`src/rtl/dcfg_pkg.sv`:
```
package dcfg_pkg;
   localparam logic [7:0] ADR_PORTCFG = 8'h00;
   localparam logic [7:0] ADR_IDENT   = 8'h01;
   localparam logic [7:0] ADR_GRADE   = 8'h02;
   localparam logic [7:0] ADR_CHSEL   = 8'h05;
   localparam logic [7:0] ADR_PWR     = 8'h08;
   localparam logic [7:0] ADR_CLK     = 8'h09;
   localparam logic [7:0] ADR_XFER    = 8'hFF;

   // packed width of the per-channel power field: {pin function, mode[1:0]}
   localparam int PWR_W = 3;
   localparam logic [PWR_W-1:0] PWR_RST = 3'b000;
   localparam logic             CLK_RST = 1'b1;

   function automatic logic [7:0] pcfg_byte(input logic lsb, input logic srst);
      return {1'b0, lsb, srst, 2'b11, srst, lsb, 1'b0};
   endfunction

   function automatic logic [7:0] pwr_unpack(input logic [PWR_W-1:0] p);
      return {2'b00, p[2], 3'b000, p[1:0]};
   endfunction
endpackage

```
`src/rtl/dcfg_msreg.sv`:
```
module dcfg_msreg #(
   parameter int            W   = 1,
   parameter logic [W-1:0]  RST = '0
) (
   input  logic         clk,
   input  logic         rst_n,
   input  logic         restore,
   input  logic         wr_en,
   input  logic [W-1:0] din,
   input  logic         copy,
   output logic [W-1:0] master,
   output logic [W-1:0] slave
);
   always_ff @(posedge clk or negedge rst_n) begin
      if (!rst_n) begin
         master <= RST;
         slave  <= RST;
      end else if (restore) begin
         master <= RST;
         slave  <= RST;
      end else begin
         if (copy)  slave  <= master;
         if (wr_en) master <= din;
      end
   end
endmodule

```
`src/rtl/dcfg_ctrl.sv`:
```
module dcfg_ctrl
   import dcfg_pkg::*;
#(
   parameter int NCH = 2
) (
   input  logic           clk,
   input  logic           rst_n,
   input  logic           wr_en,
   input  logic [7:0]     addr,
   input  logic [7:0]     wdata,
   output logic           lsb_first,
   output logic           srst_pend,
   output logic           xfer_pend,
   output logic [NCH-1:0] chsel
);
   logic wr_pcfg, wr_sel, wr_xfer;

   assign wr_pcfg = wr_en && (addr == ADR_PORTCFG);
   assign wr_sel  = wr_en && (addr == ADR_CHSEL);
   assign wr_xfer = wr_en && (addr == ADR_XFER);

   always_ff @(posedge clk or negedge rst_n) begin
      if (!rst_n) begin
         lsb_first <= 1'b0;
         srst_pend <= 1'b0;
         xfer_pend <= 1'b0;
         chsel     <= '1;
      end else if (srst_pend) begin
         lsb_first <= 1'b0;
         srst_pend <= 1'b0;
         xfer_pend <= 1'b0;
         chsel     <= '1;
      end else begin
         if (wr_pcfg) begin
            lsb_first <= wdata[6] | wdata[1];
            srst_pend <= wdata[5] | wdata[2];
         end
         if (wr_sel) chsel <= wdata[NCH-1:0];
         xfer_pend <= wr_xfer && wdata[0];
      end
   end
endmodule

```
`src/rtl/dcfg_rdmux.sv`:
```
module dcfg_rdmux
   import dcfg_pkg::*;
#(
   parameter int         NCH        = 2,
   parameter logic [7:0] CHIP_ID    = 8'h88,
   parameter logic [2:0] SPEED_CODE = 3'b101
) (
   input  logic [7:0]           addr,
   input  logic                 lsb_first,
   input  logic                 srst_pend,
   input  logic                 xfer_pend,
   input  logic [NCH-1:0]       chsel,
   input  logic [NCH*PWR_W-1:0] pwr_master,
   input  logic                 clk_master,
   output logic [7:0]           rdata
);
   logic [PWR_W-1:0] loc_sel;

   always_comb begin
      loc_sel = '0;
      for (int i = NCH - 1; i >= 0; i--) begin
         if (chsel[i]) loc_sel = pwr_master[i*PWR_W +: PWR_W];
      end
   end

   always_comb begin
      unique case (addr)
         ADR_PORTCFG: rdata = pcfg_byte(lsb_first, srst_pend);
         ADR_IDENT:   rdata = CHIP_ID;
         ADR_GRADE:   rdata = {1'b0, SPEED_CODE, 4'b0000};
         ADR_CHSEL:   rdata = 8'(chsel);
         ADR_PWR:     rdata = pwr_unpack(loc_sel);
         ADR_CLK:     rdata = {7'b0, clk_master};
         ADR_XFER:    rdata = {7'b0, xfer_pend};
         default:     rdata = 8'h00;
      endcase
   end
endmodule

```
`src/rtl/dual_chan_cfg_bank.sv`:
```
module dual_chan_cfg_bank
   import dcfg_pkg::*;
#(
   parameter int         NCH        = 2,
   parameter logic [7:0] CHIP_ID    = 8'h88,
   parameter logic [2:0] SPEED_CODE = 3'b101
) (
   input  logic             clk,
   input  logic             rst_n,
   input  logic             wr_en,
   input  logic [7:0]       addr,
   input  logic [7:0]       wdata,
   output logic [7:0]       rdata,
   output logic             lsb_first,
   output logic             clk_stab_en,
   output logic [2*NCH-1:0] pwr_mode,
   output logic [NCH-1:0]   pdn_pin_standby
);
   localparam int PWR_BITS = NCH * PWR_W;

   if ((NCH < 1) || (NCH > 8)) begin : g_bad_nch
      $error("dual_chan_cfg_bank: NCH must lie in 1..8");
   end
   if ((SPEED_CODE != 3'b100) && (SPEED_CODE != 3'b101)) begin : g_bad_grade
      $error("dual_chan_cfg_bank: SPEED_CODE must be 3'b100 or 3'b101");
   end

   logic                srst_pend;
   logic                xfer_pend;
   logic [NCH-1:0]      chsel;
   logic [PWR_BITS-1:0] pwr_m;
   logic [PWR_BITS-1:0] pwr_s;
   logic                clk_m;
   logic                wr_pwr;
   logic                wr_clk;

   assign wr_pwr = wr_en && (addr == ADR_PWR);
   assign wr_clk = wr_en && (addr == ADR_CLK);

   dcfg_ctrl #(.NCH(NCH)) i_ctrl (
      .clk       (clk),
      .rst_n     (rst_n),
      .wr_en     (wr_en),
      .addr      (addr),
      .wdata     (wdata),
      .lsb_first (lsb_first),
      .srst_pend (srst_pend),
      .xfer_pend (xfer_pend),
      .chsel     (chsel)
   );

   dcfg_msreg #(.W(1), .RST(CLK_RST)) i_clkreg (
      .clk     (clk),
      .rst_n   (rst_n),
      .restore (srst_pend),
      .wr_en   (wr_clk),
      .din     (wdata[0]),
      .copy    (xfer_pend),
      .master  (clk_m),
      .slave   (clk_stab_en)
   );

   for (genvar c = 0; c < NCH; c++) begin : g_ch
      dcfg_msreg #(.W(PWR_W), .RST(PWR_RST)) i_pwrreg (
         .clk     (clk),
         .rst_n   (rst_n),
         .restore (srst_pend),
         .wr_en   (wr_pwr && chsel[c]),
         .din     ({wdata[5], wdata[1:0]}),
         .copy    (xfer_pend),
         .master  (pwr_m[c*PWR_W +: PWR_W]),
         .slave   (pwr_s[c*PWR_W +: PWR_W])
      );
      assign pwr_mode[c*2 +: 2]  = pwr_s[c*PWR_W +: 2];
      assign pdn_pin_standby[c]  = pwr_s[c*PWR_W + 2];
   end

   dcfg_rdmux #(.NCH(NCH), .CHIP_ID(CHIP_ID), .SPEED_CODE(SPEED_CODE)) i_rdmux (
      .addr       (addr),
      .lsb_first  (lsb_first),
      .srst_pend  (srst_pend),
      .xfer_pend  (xfer_pend),
      .chsel      (chsel),
      .pwr_master (pwr_m),
      .clk_master (clk_m),
      .rdata      (rdata)
   );
endmodule

```
`config.mk`:
```
export PLATFORM = sky130hd
export DESIGN_NAME = dual_chan_cfg_bank
export DESIGN_NICKNAME = d
export VERILOG_FILES = /design/src/rtl/dcfg_pkg.sv /design/src/rtl/dcfg_msreg.sv /design/src/rtl/dcfg_ctrl.sv /design/src/rtl/dcfg_rdmux.sv /design/src/rtl/dual_chan_cfg_bank.sv
export SDC_FILE = /design/constraint.sdc
export NUM_CORES = 1
export LEC_CHECK = 0
export BUFFER_PORTS_ARGS = -buffer_cell sky130_fd_sc_hd__buf_2
export CORE_MARGIN = 3
export CORE_UTILIZATION = 50
export CTS_CLUSTER_SIZE = 14
export DETAILED_ROUTE_END_ITERATION = 16
export GPL_TIMING_DRIVEN = 0
export PLACE_DENSITY = 0.8
export SLEW_MARGIN = 25
export SYNTH_ARGS = -nofsm -noshare
export SYNTH_HDL_FRONTEND = slang
export SYNTH_SLANG_ARGS = --single-unit
```
`constraint.sdc`:
```
create_clock -name clk -period 1.8 [get_ports clk]
set_input_delay 0.18 -clock clk [delete_from_list [all_inputs] [get_ports clk]]
set_output_delay 0.18 -clock clk [all_outputs]
set_load 0.02 [all_outputs]
```
==> summary.md <==
| Metric | Value |
|---|---|
| Status | `finished, final reports clean` |
| Layout cells sized above 1 | `33.3%` |
| CTS sink count | `19` |
| Crit path from | `i_ctrl.chsel[0]` |
| NumNets Final | `176` |
| Final Slew Violations | `0` |
| Final ANT Viol Nets | `0` |
| Power Total | `0.796 mW` |
| Via count | `1133` |
| Synthesis Warnings | `0` |
| I/O Buffers | `31` |
| Die ar. | `2870 sq um` |
| Post-Route WL | `2910 microns` |
| Area Growth Syn to Fin | `22.7%` |
| WP data arrival | `1560 ps` |
| Synth top area cells | `dfrtp_1, dfstp_2, mux2i_1` |
| Area share of the largest cell type after synthesis | `33.1%` |
| Post-synthesis sequential area ratio | `42.4%` |
| Cts bufs inserted | `3` |
| Worst-path maximum fanout | `5` |
| PwrDens | `572 nW/um^2` |
| DRT Pass-1 Iters | `4` |
| # IOs | `35` |
| Tcrit/Tclk final | `96.7%` |
| Placer Congestion | `0.843` |
| Initial drt markers | `29` |
| ANT cells | `0` |
| Fin Clk Skew | `6.32 ps` |
| Syn_area_per_cell | `9.53 sq um` |
| Peak supply drop | `0.394 mV` |
| RSZ-0062 raised after global routing | `yes` |
| Mapped Cells | `119` |
| Vias in the first global route | `1061` |
| Syn nets | `138` |
| Post-synthesis cell type count | `35` |
| DIE HEIGHT | `53.6 microns` |
| FF-to-FF End | `g_ch[0].i_pwrreg.master[1]` |
| Leak pwr | `0.669 nW` |
| Gr ovfl total | `0` |
| First-pass GRT wire length | `4820 microns` |
| Post-route DRC violation count | `0` |
| Worst-Margin Slew | `572 ps` |
| Fmax | `0.575 GHz` |
| Core area | `2060 sq um` |
| Post-place setup slack | `69.5 ps` |
| Total GRT Usage | `23.2%` |
| Synth area leader | `dfrtp_1` |
| FF+latch count, synth | `19` |
| CP endpoint kind | `primary output` |
| Max Buffers Root-to-Sink | `2` |
| Final HPWL DP | `2110 microns` |
| Avg WL per Cell | `15.9 microns` |
| DR vias/cell | `6.19` |
| Async SR Flop Fraction | `100%` |
| Die W | `53.6 microns` |
| Tmin final | `1740 ps` |
| Initial Utilization | `55.0%` |
| EDFF count, synth | `0` |
| Final Hold Vio Count | `0` |
| Worst R2R Start | `i_ctrl.chsel[0]` |
| Antenna violations before repair | `0` |
| Root Driver | `clkbuf_4` |
| Cell Area, Synth | `1130 sq um` |
| Critical path type | `reg2out` |
| CP Capture Point | `rdata[1]` |
| Clock-pin slew on the worst setup and hold paths | `100 ps` |
| Setup Viol. Count Final | `0` |
| TritonCTS clock tree | `built` |
| Top_reg_cell synth | `dfrtp_1` |
| H-Tree Depth | `1` |
| R2r setup slk | `80 ps` |
| Largest net degree at the start of global routing | `20` |
| Worst Slack Setup Final | `59.8 ps` |
| Commonest non-fill, non-tap cell in the layout | `buf_2` |
| Most frequent cells in the layout | `buf_2, nor2_1, dfrtp_1, nand4_1, mux2i_1` |
| Hold Crit Class | `in2reg` |
| Latest clock arrival within the worst-skew pair | `300 ps` |
| Max_cap viols | `0` |
| Startpoint types | `register` |
| Req. time, crit path | `1620 ps` |
| Cell Rows | `16` |
| Max transition margin | `61.8%` |
| Worst reg2reg path depth | `4` |
-- per-stage QoR --
step / hold slack, ps / utilization (%) / TNS (ps) / cells / instance area [sq um]
2_1_floorplan: -116 / - / 0 / 119 / 1130
3_3_place_gp: 132 / 64.1 / 0 / 177 / 1320
3_5_place_dp: 132 / 64.1 / 0 / 177 / 1320
4_1_cts: 119 / 65.7 / 0 / 181 / 1350
5_1_grt: 130 / 67.5 / -8.06 / 183 / 1390
6_report: 118 / 67.5 / 0 / 183 / 1390
-- logic make-up after synthesis --
logic type | Yosys count | share of synthesized area, %
and+or+nand+nor | 63 | 35.3
AOI/OAI and AO/OA | 19 | 10.8
DFF | 19 | 42.4
muxes | 9 | 7.95
buffers and inverters | 9 | 3.53
-- worst max-delay path: stages, from the launching register on --
cell and delay [ps]:
dfstp_2 590, clkbuf_2 210, a21oi_1 110, o211ai_1 160
buf_2 190
-- power by group --
group / leakage (nW) / total (mW) / internal [mW] / switching, mW
Combinational: 0.404 / 0.124 / 0.0496 / 0.0743
Sequential: 0.250 / 0.459 / 0.445 / 0.0134
Clock: 0.0150 / 0.214 / 0.0864 / 0.127
Total: 0.669 / 0.796 / 0.581 / 0.215
-- state kept, by name (all words and copies together), names as in the netlist --
signal                cells
i_clkreg.master           1
i_ctrl.srst_pend          1
g_ch.i_pwrreg.slave       6
i_ctrl.chsel              2
g_ch.i_pwrreg.master      6
i_ctrl.xfer_pend          1
i_clkreg.slave            1
i_ctrl.lsb_first          1
-- per-layer routing --
metal / global-route usage [%] / vias to the layer above / share of wire [%]
li1: - / 525 / -
met1: 32.0 / 546 / 44
met2: 34.7 / 53 / 46
met3: 4.43 / 9 / 7.4
met4: 11.1 / 0 / 2.3
met5: 0 / - / 0
-- cell type report --
type	instances	area [sq um]
Sequential cell	19	480
Timing Repair Buffer	35	185
Clock buffer	4	26.3
Buffer	7	31.3
Fill cell	163	671
Multi-Input combinational cell	91	634
Tap cell	27	33.8
-- synthesized netlist by cell type (2+ instances only) --
cell type  instances
dfstp_2            4
mux2i_1            9
nand4_1            9
and3b_1            3
clkbuf_1           5
a21oi_1            8
nor4bb_1           2
dfrtp_1           15
nand3_1            5
nor3_1             3
and4_1             2
o31ai_1            6
nor2_1            19
nor2b_1            4
nand2_1            3
or4bb_1            2
buf_2              2
-- how the worst min path moves through the flow --
stage                         from                    endpoint  slack [ps]  cells after the start
after floorplan              rst_n  g_ch[0].i_pwrreg.master[0]        -120                      0
after global placement       rst_n   g_ch[1].i_pwrreg.slave[1]         130                      1
after detailed placement     rst_n   g_ch[1].i_pwrreg.slave[1]         130                      1
after CTS                 wdata[0]            i_ctrl.xfer_pend         120                      3
after global routing      wdata[0]            i_ctrl.xfer_pend         130                      3
final                     wdata[0]            i_ctrl.xfer_pend         120                      3
-- timing repair --
| item | in CTS | in global routing |
|---|---|---|
| endpoints found under the setup margin | 2 | 5 |
| setup buffers | 0 | 3 |
| pin swaps | 0 | 1 |
| endpoints found under the hold margin | 15 | 0 |
| gates resized for setup | 0 | 4 |
| hold buffers | 1 | 0 |
No activity file was read; power rests on OpenSTA's default activity.
